File: config.mk
export PLATFORM = sky130hd
export DESIGN_NAME = qdac_ctrl
export DESIGN_NICKNAME = d
export VERILOG_FILES = /design/src/rtl/qdac_pkg.sv /design/src/rtl/qdac_sync.sv /design/src/rtl/qdac_shifter.sv /design/src/rtl/qdac_decode.sv /design/src/rtl/qdac_ctrl.sv
export SDC_FILE = /design/constraint.sdc
export NUM_CORES = 1
export LEC_CHECK = 0
export BUFFER_PORTS_ARGS = -buffer_cell sky130_fd_sc_hd__buf_2
export CORE_ASPECT_RATIO = 0.8
export CORE_MARGIN = 2
export CORE_UTILIZATION = 30
export DETAILED_ROUTE_END_ITERATION = 12
export PLACE_DENSITY_LB_ADDON = 0.25
export SKIP_LAST_GASP = 1
export SLEW_MARGIN = 20
export SYNTH_ARGS = -nofsm -noshare
export SYNTH_HDL_FRONTEND = slang
export SYNTH_SLANG_ARGS = --single-unit
File: constraint.sdc
create_clock -name clk -period 5.8 [get_ports clk]
set_clock_uncertainty 0.1 [all_clocks]
set_input_delay 0.29 -clock clk [delete_from_list [all_inputs] [get_ports clk]]
set_output_delay 0.29 -clock clk [all_outputs]
set_load 0.01 [all_outputs]
File: src/rtl/qdac_pkg.sv
package qdac_pkg;
  localparam int ADDR_W = 4;
  localparam int PAD_W  = 2;
  localparam logic [ADDR_W-1:0] ADR_SLEEP = 4'hE;
  localparam logic [ADDR_W-1:0] ADR_ALL   = 4'hF;
endpackage

File: src/rtl/qdac_sync.sv
module qdac_sync #(
  parameter int   STAGES  = 2,
  parameter logic RST_VAL = 1'b0
) (
  input  logic clk,
  input  logic rst_n,
  input  logic d,
  output logic q
);
  logic [STAGES-1:0] stg, stg_nxt;

  always_comb stg_nxt = {stg[STAGES-2:0], d};

  always_ff @(posedge clk or negedge rst_n) begin
    if (!rst_n) stg <= {STAGES{RST_VAL}};
    else        stg <= stg_nxt;
  end

  assign q = stg[STAGES-1];
endmodule

File: src/rtl/qdac_shifter.sv
module qdac_shifter #(
  parameter int WORD_W = 16,
  parameter int PAD_W  = 2
) (
  input  logic                    clk,
  input  logic                    rst_n,
  input  logic                    data_rst_n,
  input  logic                    sck_s,
  input  logic                    din_s,
  input  logic                    csl_s,
  output logic [WORD_W-1:PAD_W]   field,
  output logic                    msb,
  output logic                    load
);
  logic [WORD_W-1:0] sr, sr_nxt;
  logic sck_d, csl_d, shift_en;

  always_comb begin
    shift_en = sck_s & ~sck_d & ~csl_s;
    load     = csl_s & ~csl_d;
    sr_nxt   = {sr[WORD_W-2:0], din_s};
  end

  always_ff @(posedge clk or negedge data_rst_n) begin
    if (!data_rst_n)   sr <= '0;
    else if (shift_en) sr <= sr_nxt;
  end

  always_ff @(posedge clk or negedge rst_n) begin
    if (!rst_n) begin
      sck_d <= 1'b0;
      csl_d <= 1'b1;
    end else begin
      sck_d <= sck_s;
      csl_d <= csl_s;
    end
  end

  assign field = sr[WORD_W-1:PAD_W];
  assign msb   = sr[WORD_W-1];
endmodule

File: src/rtl/qdac_decode.sv
module qdac_decode
  import qdac_pkg::*;
#(
  parameter int NCH    = 4,
  parameter int CODE_W = 10
) (
  input  logic [ADDR_W+CODE_W-1:0] field,
  input  logic                     load,
  output logic [ADDR_W-1:0]        addr,
  output logic [CODE_W-1:0]        code,
  output logic [NCH-1:0]           wr_en,
  output logic                     sleep_cmd,
  output logic                     wake_cmd
);
  assign addr      = field[ADDR_W+CODE_W-1 -: ADDR_W];
  assign code      = field[CODE_W-1:0];
  assign sleep_cmd = load & (addr == ADR_SLEEP);
  assign wake_cmd  = load & (addr != ADR_SLEEP);

  for (genvar i = 0; i < NCH; i++) begin : g_sel
    assign wr_en[i] = load & ((addr == ADDR_W'(i + 1)) | (addr == ADR_ALL));
  end
endmodule

File: src/rtl/qdac_ctrl.sv
module qdac_ctrl
  import qdac_pkg::*;
#(
  parameter int NCH         = 4,
  parameter int CODE_W      = 10,
  parameter int SYNC_STAGES = 2
) (
  input  logic                         clk,
  input  logic                         rst_n,
  input  logic                         clr_n,
  input  logic                         sck,
  input  logic                         din,
  input  logic                         cs_ld,
  output logic                         dout,
  output logic [NCH-1:0][CODE_W-1:0]   ch_codes,
  output logic [NCH-1:0]               ch_upd,
  output logic                         sleep,
  output logic [NCH-1:0]               out_en,
  output logic                         ref_en
);
  localparam int WORD_W = ADDR_W + CODE_W + PAD_W;
  localparam int N_IN   = 3;
  localparam logic [N_IN-1:0] SYNC_RST = 3'b100;

  logic                     data_rst_n;
  logic [N_IN-1:0]          raw_in, syn_in;
  logic [WORD_W-1:PAD_W]    field;
  logic                     load, sleep_cmd, wake_cmd;
  logic [ADDR_W-1:0]        addr;
  logic [CODE_W-1:0]        code;
  logic [NCH-1:0]           wr_en;
  logic                     sleep_q, sleep_nxt;

  assign data_rst_n = rst_n & clr_n;
  assign raw_in     = {cs_ld, din, sck};

  for (genvar s = 0; s < N_IN; s++) begin : g_sync
    qdac_sync #(.STAGES(SYNC_STAGES), .RST_VAL(SYNC_RST[s])) u_sync (
      .clk(clk), .rst_n(rst_n), .d(raw_in[s]), .q(syn_in[s]));
  end

  qdac_shifter #(.WORD_W(WORD_W), .PAD_W(PAD_W)) u_shift (
    .clk(clk), .rst_n(rst_n), .data_rst_n(data_rst_n),
    .sck_s(syn_in[0]), .din_s(syn_in[1]), .csl_s(syn_in[2]),
    .field(field), .msb(dout), .load(load));

  qdac_decode #(.NCH(NCH), .CODE_W(CODE_W)) u_dec (
    .field(field), .load(load), .addr(addr), .code(code),
    .wr_en(wr_en), .sleep_cmd(sleep_cmd), .wake_cmd(wake_cmd));

  for (genvar i = 0; i < NCH; i++) begin : g_ch
    logic [CODE_W-1:0] code_q;
    logic              upd_q;
    always_ff @(posedge clk or negedge data_rst_n) begin
      if (!data_rst_n) begin
        code_q <= '0;
        upd_q  <= 1'b0;
      end else begin
        upd_q <= wr_en[i];
        if (wr_en[i]) code_q <= code;
      end
    end
    assign ch_codes[i] = code_q;
    assign ch_upd[i]   = upd_q;
  end

  always_comb begin
    sleep_nxt = sleep_q;
    if (sleep_cmd)     sleep_nxt = 1'b1;
    else if (wake_cmd) sleep_nxt = 1'b0;
  end

  always_ff @(posedge clk or negedge rst_n) begin
    if (!rst_n) sleep_q <= 1'b0;
    else        sleep_q <= sleep_nxt;
  end

  assign sleep  = sleep_q;
  assign out_en = {NCH{~sleep_q}};
  assign ref_en = ~sleep_q;
endmodule

==> run_results.csv, run 1 <==
group,metric,value,unit
setup_path,critPathMaxFanout,30,
finish,drive_above_1_share,26.4,%
setup_path,required,5.85,ns
setup_path,crit_slowest_cell,"dfrtp_1",
clock_tree,htreeDepth,3,
finish,area_growth,21.0,%
route,wl_per_cell,17.2,um
power,leakagePower,1.73,nW
route,drc,0,
logic_synthesis,yosys.cell_types.count,29,
finish,diodes,0,
logic_synthesis,synth_fp_nets,290,
grt,busiest_layer,"met2",
outcome,status,"completed",
die,die_area,0.0113,mm2
logic_synthesis,ys_seq_area_share,55.2,%
finish,mostFrequentLayoutCells,"dfrtp_1, buf_2, inv_1",
finish,fin_cells,473,
setup_path,crit_buf_inv,0,
die,rows,33,
grt,grt_pass1_wl,13300,um
die,num_io_pins,57,
sta,tightest_slew,1.06,ns
power,ir_worst_vdd,132,uV
setup_path,r2r_start,"u_shift.sr[12]$_DFFE_PN0P_",
finish,final_common_cell,"dfrtp_1",
route,ant_nets,0,
sta,min_period,3.35,ns
setup_path,worstSetupStartpoint,"u_shift.sr[12]$_DFFE_PN0P_",
sta,slew-limit-headroom,29.4,%
power,p_per_area,299,mW/mm2
clock_tree,numCtsBuffers,9,
sta,slew_violations,0,
sta,max_freq,299,MHz
setup_path,reg2reg_depth,3,
die,die_w,118,um
logic_synthesis,synthTopCellsByArea,"dfrtp_1, o32ai_1, a222oi_1",
setup_path,cp_top_family,"simple AND/OR/NAND/NOR gates",
setup_path,end_kind,"flip-flop",
logic_synthesis,yosysTopAreaCellShare,52.7,%
grt,grt-ovfl-total,0,
route,routed_wirelength,8150,um
setup_path,critical_path_depth,3,
clock_tree,clock_latency,0.33,ns
setup_path,crit_path_start_kind,"flip-flop",
placement,placedCellCount,452,
clock_tree,clk_pin_slew_worst_paths,0.06,ns
sta,grt_setup_unrepaired,"no",
sta,tns,0,ns
logic_synthesis,ys_warn_count,0,
sta,period_share,57.8,%
route,vias,2490,
finish,finalNetCount,334,
clock_tree,numClockSinks,69,
clock_tree,post_cts_buffers,0,
sta,setup_viol,0,
logic_synthesis,synth_seq_cells,69,
setup_path,cp_cell_sequence,"nand3b_1 > nor2b_1 > a222oi_1",
grt,grt.total_usage,15.4,%
setup_path,critPathKind,"reg2reg",
placement,place.port_buffers,56,
setup_path,reg2reg_slack,2.45,ns
logic_synthesis,synth_cells,284,
flow_run,max-cap-violations,0,
die,core-area,0.0102,mm2
grt,antenna_found_initial,0,
die,die_y,95.4,um
setup_path,cpPeakStageDelay,1.03,ns
placement,routabilityCongestion,0.776,
placement,dp_hpwl,5150,um
logic_synthesis,synth_area_leader_cell,"dfrtp_1",
grt,met2_usage,23.0,%
logic_synthesis,netlist_area,0.00313,mm2
die,initial_core_util,30.7,%
grt,grtUsageMet3,4.55,%
grt,grt_max_degree,61,
finish,utilization,37.2,%
route,viasPerCell,5.26,
route,drtIter0Drc,291,
setup_path,r2r_end,"g_ch[0].code_q[3]$_DFFE_PN0P_",
setup_path,crit_arrival,3.40,ns
clock_tree,cts_tree,"yes",
clock_tree,cts_root_buf,"clkbuf_16",
grt,use_met1,20.9,%
grt,first_global_vias,2443,
sta,hold_violations,0,
logic_synthesis,avgSynthCellArea,11.0,um2
clock_tree,clockBufferDepth,2,
worst_hold_path,min_path_type,"in2async",
route,dr.pass1.iters,7,
layout make-up:
type	instances	area [um2]
inverters	44	165
fillers	1028	6410
multi-input cells	140	1080
flip-flops and latches	69	1730
well taps	140	175
clock buffers	11	243
clock inverters	5	50.0
repair buffers	64	350
synthesized netlist by cell type:
cell / instances
buf_2: 4
and3b_1: 1
mux2_1: 9
and2_1: 2
nor3_1: 11
inv_1: 44
nand3_1: 1
or3_1: 2
o21ai_0: 12
a221oi_2: 2
nor2_2: 1
dfrtp_1: 66
nand2b_1: 1
clkbuf_1: 13
nand3b_1: 3
buf_4: 11
mux2_2: 5
nor2b_1: 4
a221oi_1: 8
nor3b_2: 1
a21oi_1: 3
buf_1: 3
nor2_1: 2
a211o_1: 2
dfstp_2: 3
a222oi_1: 20
nand2_1: 17
o32ai_1: 31
o211ai_1: 2
registers in the layout, summed over array words and instances (netlist names):
register and cells:
g_ch.code_q 40, u_shift.sr 16, g_sync.u_sync.stg 6, g_ch.upd_q 4, sleep 1, u_shift.csl_d 1, u_shift.sck_d 1
where the power goes:
part,switching (mW),internal [mW],total [mW]
Combinational,0.0319,0.0177,0.0496
Clock,0.199,0.341,0.540
Sequential,0.0401,0.503,0.543
worst register-to-register path, delay by kind of cell (launching register included):
family	cells	cell delay (ns)
flops	1	1.03
simple gates	2	1.78
compound gates	1	0.26
metrics by stage:
stage	worst slack [ns]	hold WS, ns	area, um2	power, mW
floorplan	3.58	-0.106	3130	0.566
global placement	2.66	0.0527	3450	0.597
detailed placement	2.56	0.0586	3450	0.600
CTS	2.51	0.165	3780	1.15
global route	2.21	0.229	3790	1.18
finish	2.45	0.133	3790	1.13
layer usage:
metal / routed length (um) / vias up
met4: 145 / 0
met1: 3950 / 1236
met2: 3500 / 101
met5: 0 / -
li1: - / 1141
met3: 553 / 12
how the worst max path moves through the flow:
stage	endpoint	slack (ns)
finish	g_ch[0].code_q[3]$_DFFE_PN0P_	2.45
global route	g_ch[0].code_q[3]$_DFFE_PN0P_	2.21
CTS	g_ch[0].code_q[3]$_DFFE_PN0P_	2.51
detailed placement	g_ch[0].code_q[6]$_DFFE_PN0P_	2.56
global placement	g_ch[0].code_q[8]$_DFFE_PN0P_	2.66
floorplan	g_ch[0].code_q[0]$_DFFE_PN0P_	3.58
timing repair:
action                    in CTS  in global routing
hold endpoints to repair      12                  0
hold buffers                   4                  0
resized for setup              0                  0
kinds of logic (layout without fill, tap and decap cells):
logic type / after synthesis / count (layout) / synth area share [%]
muxes: 14 / 14 / 5.03
and+or+nand+nor: 46 / 46 / 7.59
buffers and inverters: 75 / 124 / 10.5
DFF: 69 / 69 / 55.2
AOI/OAI and AO/OA: 80 / 80 / 21.7
No activity file was read; power rests on OpenSTA's default activity.
==> run 2: changes to the inputs <==
Clock period 5.8 ns to 3.1 ns, I/O delays scaled along.
==> run 2 against run 1 <==
Against the previous run: register-to-register slack worse by 1.6 ns; wire length up 0.22%; sequential power up 88%; final cell count up 2.1%; maximum frequency up 48%; first-iteration DRC count up 0.69%; highest routed layer unchanged; total power up 88%; die area unchanged; via count unchanged.
==> run_results.csv, run 2 (synthesized netlist as in run 1, its figures left out) <==
group,metric,value,unit
finish,multi_input_area,0.00108,mm2
clock_tree,cts_tree,"yes",
clock_tree,htreeDepth,3,
grt,grt.total_usage,15.4,%
clock_tree,numCtsBuffers,9,
placement,routabilityCongestion,0.785,
setup_path,r2r_end,"g_ch[0].code_q[3]$_DFFE_PN0P_",
placement,place.port_buffers,56,
finish,area_growth,23.8,%
route,viasPerCell,5.16,
clock_tree,cts_root_buf,"clkbuf_16",
finish,drive_above_1_share,28.3,%
setup_path,cp_cell_sequence,"nor3_1 > nor2b_1 > a222oi_1",
route,drc,0,
finish,largestRegisters,"g_ch.code_q (40), u_shift.sr (16), g_sync.u_sync.stg (6)",
outcome,status,"completed",
finish,mostFrequentLayoutCells,"dfrtp_1, buf_2, inv_1",
setup_path,crit_slowest_cell,"nor2b_1",
route,drtIter0Drc,293,
setup_path,cp_top_family,"simple AND/OR/NAND/NOR gates",
finish,fillers,1046,
sta,tns,0,ns
die,initial_core_util,30.7,%
grt,grt-ovfl-total,0,
placement,dp_hpwl,5380,um
sta,slew_violations,0,
setup_path,reg2reg_depth,3,
grt,antenna_found_initial,0,
power,ir_worst_vdd,223,uV
setup_path,crit_buf_inv,0,
sta,tightest_slew,0.939,ns
finish,regMostFlops,"g_ch.code_q",
route,dr.pass1.iters,6,
finish,seqCellArea,0.00173,mm2
grt,grt_pass1_wl,13300,um
sta,min_period,2.27,ns
setup_path,r2r_start,"u_shift.sr[13]$_DFFE_PN0P_",
power,p_per_area,551,mW/mm2
route,routed_wirelength,8160,um
sta,finalWorstSetupSlack,0.834,ns
die,num_io_pins,57,
setup_path,cpPeakStageDelay,0.78,ns
sta,setup_viol,0,
route,wl_per_cell,16.9,um
power,leakagePower,1.77,nW
sta,period_share,73.1,%
die,core-area,0.0102,mm2
placement,place_ws,0.807,ns
setup_path,critPathKind,"reg2reg",
die,die_y,95.4,um
setup_path,critPathMaxFanout,24,
clock_tree,clk_pin_slew_worst_paths,0.06,ns
die,rows,33,
finish,diodes,0,
clock_tree,clockBufferDepth,2,
setup_path,required,3.16,ns
route,ant_nets,0,
grt,first_global_vias,2402,
clock_tree,cts_resized,0,
sta,slew-limit-headroom,37.3,%
setup_path,crit_path_start_kind,"flip-flop",
clock_tree,numClockSinks,69,
sta,grt_setup_unrepaired,"no",
flow_run,max-cap-violations,0,
setup_path,reg2reg_slack,0.83,ns
worst_hold_path,min_path_type,"in2async",
finish,largest_reg_flops,40,
finish,final_common_cell,"dfrtp_1",
die,die_area,0.0113,mm2
die,die_w,118,um
finish,finalNetCount,344,
clock_tree,clock_latency,0.33,ns
setup_path,crit_arrival,2.32,ns
sta,hold_violations,0,
route,vias,2490,
setup_path,end_kind,"flip-flop",
grt,grt_max_degree,32,
sta,max_freq,441,MHz
-- run 2: per-stage QoR --
stage	hold slack (ns)	power (mW)	area [um2]	instances	utilization, %
floorplan	-0.241	1.06	3130	284	-
global placement	-0.0783	1.12	3520	461	34.5
detailed placement	-0.0744	1.12	3520	461	34.5
CTS	0.108	2.16	3870	482	38.0
global route	0.139	2.23	3880	483	38.0
finish	0.107	2.14	3880	483	38.0
-- run 2: how the worst max path moves through the flow --
stage                                from                            end  slack (ns)  cells after the start
4_1_cts        u_shift.sr[15]$_DFFE_PN0P_  g_ch[2].code_q[4]$_DFFE_PN0P_        0.80                      4
6_report       u_shift.sr[13]$_DFFE_PN0P_  g_ch[0].code_q[3]$_DFFE_PN0P_        0.83                      3
2_1_floorplan                       clr_n  g_ch[0].code_q[0]$_DFFE_PN0P_        1.02                      1
3_5_place_dp   u_shift.sr[15]$_DFFE_PN0P_  g_ch[2].code_q[4]$_DFFE_PN0P_        0.81                      4
3_3_place_gp   u_shift.sr[15]$_DFFE_PN0P_  g_ch[2].code_q[4]$_DFFE_PN0P_        0.86                      4
5_1_grt        u_shift.sr[13]$_DFFE_PN0P_  g_ch[0].code_q[0]$_DFFE_PN0P_        0.63                      3
-- run 2: timing repair --
item | 4_1_cts | 5_1_grt
hold buffers | 5 | 0
setup buffers | 0 | 0
hold endpoints to repair | 29 | 0
-- run 2: routing by layer --
metal	part of all wire (%)	global-route usage [%]	wire length, um	up-vias
met5	0	0	0	-
met4	0.87	5.12	71	0
met3	6.4	3.95	523	5
met2	42	22.8	3450	92
met1	50	22.0	4120	1228
li1	-	-	-	1165
-- run 2: cell type report --
class                   instances  area share, %
multi-input cells             140           27.7
clock buffers                  11           6.26
clock inverters                 5           1.58
repair buffers                 74           11.0
flip-flops and latches         69           44.6
inverters                      44           4.26
well taps                     140           4.52
-- run 2: power breakdown --
group / internal, mW / switching (mW)
clock network: 0.646 / 0.381
logic: 0.0350 / 0.0574
registers: 0.942 / 0.0749
==> run 3: changes to the inputs <==
Clock period 3.1 ns to 2.05 ns, I/O delays scaled along.
==> run 3 against run 2 <==
Against the previous run: global-route usage up 0.34 points; non-clock buffer count unchanged; sequential share of layout area down 0.36 points; via count up 2.2%; total power up 53%; register-to-register slack worse by 0.60 ns; sequential power up 51%; die area unchanged; sequential cell count unchanged.
==> run_results.csv, run 3 (synthesized netlist as in run 1, its figures left out) <==
group,metric,value,unit
clock_tree,clockBufferDepth,2,
sta,period_share,88.6,%
route,viasPerCell,5.27,
setup_path,crit_arrival,1.93,ns
worst_hold_path,min_path_type,"in2async",
route,ant_nets,0,
setup_path,critPathMaxFanout,21,
grt,grt_pass1_wl,13500,um
setup_path,r2r_start,"u_shift.sr[12]$_DFFE_PN0P_",
sta,tightest_slew,0.547,ns
die,die_y,95.4,um
clock_tree,post_cts_buffers,0,
route,routed_wirelength,8240,um
finish,finalNetCount,344,
sta,tns,0,ns
route,dr.max_layer_used,"met4",
placement,placedCellCount,462,
sta,hold_violations,0,
placement,place.port_buffers,56,
sta,setup_viol,0,
power,p_int,2.52,mW
route,drtIter0Drc,364,
finish,diodes,0,
sta,max_freq,550,MHz
grt,first_global_vias,2448,
setup_path,end_kind,"flip-flop",
sta,slew_violations,0,
power,switching_share,22.6,%
setup_path,required,2.16,ns
route,wl_per_cell,17.1,um
power,power_frac_seq,47.1,%
grt,antenna_found_initial,0,
power,pwr-share-comb,4.6,%
die,core-area,0.0102,mm2
route,dr.pass1.iters,7,
die,die_area,0.0113,mm2
grt,grt-ovfl-total,0,
route,vias,2544,
finish,regMostFlops,"g_ch.code_q",
die,rows,33,
sta,slew-limit-headroom,63.5,%
die,num_io_pins,57,
finish,mostFrequentLayoutCells,"dfrtp_1, buf_2, inv_1",
die,initial_core_util,30.7,%
setup_path,worstSetupStartpoint,"u_shift.sr[12]$_DFFE_PN0P_",
finish,final_common_cell,"dfrtp_1",
finish,drive_above_1_share,28.0,%
grt,grt_max_degree,61,
power,leakagePower,1.79,nW
finish,area_growth,24.8,%
finish,largest_reg_flops,40,
setup_path,crit_path_start_kind,"flip-flop",
placement,dp_hpwl,5330,um
route,drc,0,
clock_tree,clk_pin_slew_worst_paths,0.05,ns
die,die_w,118,um
route,dr_wl_met2,3530,um
clock_tree,numCtsBuffers,9,
clock_tree,cts_tree,"yes",
clock_tree,clock_latency,0.33,ns
power,ir_worst_vdd,369,uV
finish,largestRegisters,"g_ch.code_q (40), u_shift.sr (16), g_sync.u_sync.stg (6)",
route,wl_met1,4110,um
route,dr_wl_met3,483,um
power,p_per_area,834,mW/mm2
clock_tree,numClockSinks,69,
finish,fin_cells,483,
sta,grt_setup_unrepaired,"no",
grt,grt.total_usage,15.7,%
finish,fillers,1030,
outcome,status,"completed",
placement,routabilityCongestion,0.814,
power,p_clk_share,48.3,%
flow_run,max-cap-violations,0,
clock_tree,htreeDepth,3,
clock_tree,cts_root_buf,"clkbuf_16",
sta,min_period,1.82,ns
power,p_switching,738,uW
setup_path,critPathKind,"reg2reg",
-- run 3: layout make-up --
cell class / count / area [um2] / share of cell area, %
Inverter: 44 / 165 / 4.22
Timing Repair Buffer: 74 / 453 / 11.6
Multi-Input combinational cell: 140 / 1080 / 27.6
Tap cell: 140 / 175 / 4.48
Clock inverter: 1 / 30.0 / 0.768
Sequential cell: 69 / 1730 / 44.3
Clock buffer: 15 / 278 / 7.10
-- run 3: worst paths after layout --
| kind | end | slack (ns) | cells past startpoint |
|---|---|---|---|
| worst min-delay path | g_sync[1].u_sync.stg[0]$_DFF_PN0_ | 0.05 | 2 |
| worst max-delay path | g_ch[3].code_q[5]$_DFFE_PN0P_ | 0.23 | 4 |
| max in group asynchronous | g_ch[0].upd_q$_DFF_PN0_ | 1.04 | 4 |
| worst min register to register | g_sync[1].u_sync.stg[1]$_DFF_PN0_ | 0.25 | 0 |
| worst max register to register | g_ch[3].code_q[5]$_DFFE_PN0P_ | 0.23 | 4 |
| min in group clk | g_sync[1].u_sync.stg[1]$_DFF_PN0_ | 0.25 | 0 |
-- run 3: power groups by stage --
stage                     clock network, mW  logic [mW]  registers, mW
after floorplan                           0      0.0937           1.51
after global placement                    0       0.144           1.56
after detailed placement                  0       0.145           1.56
after CTS                              1.62       0.153           1.54
after global routing                   1.69       0.172           1.55
final                                  1.57       0.149           1.54
-- run 3: per-layer routing --
layer / global-route usage, % / vias to the layer above
li1: - / 1169
met1: 22.6 / 1275
met3: 4.25 / 10
met4: 5.92 / 0
met5: 0 / -
met2: 22.5 / 90
-- run 3: worst max-delay path, cell delays in order, from the launching register on --
cell      delay [ns]
dfrtp_1         0.39
buf_4           0.30
nand2_1         0.08
a211o_1         0.46
a221oi_1        0.37
-- run 3: stage by stage --
stage                     area, um2  utilization (%)  hold WS [ns]  setup slack (ns)  power, mW
after floorplan                3130                -        -0.293            0.0179       1.60
after global placement         3550             34.8        -0.128             0.152       1.70
after detailed placement       3550             34.8        -0.127           0.00249       1.70
after CTS                      3910             38.3        0.0487             0.244       3.31
after global routing           3910             38.3        0.0818            0.0869       3.41
final                          3910             38.3        0.0546             0.233       3.26
-- run 3: timing repair --
| action | 4_1_cts | 5_1_grt |
|---|---|---|
| resized for setup | 1 | 0 |
| hold buffers | 5 | 0 |
| endpoints found under the hold margin | 72 | 0 |
| setup endpoints to repair | 2 | 0 |
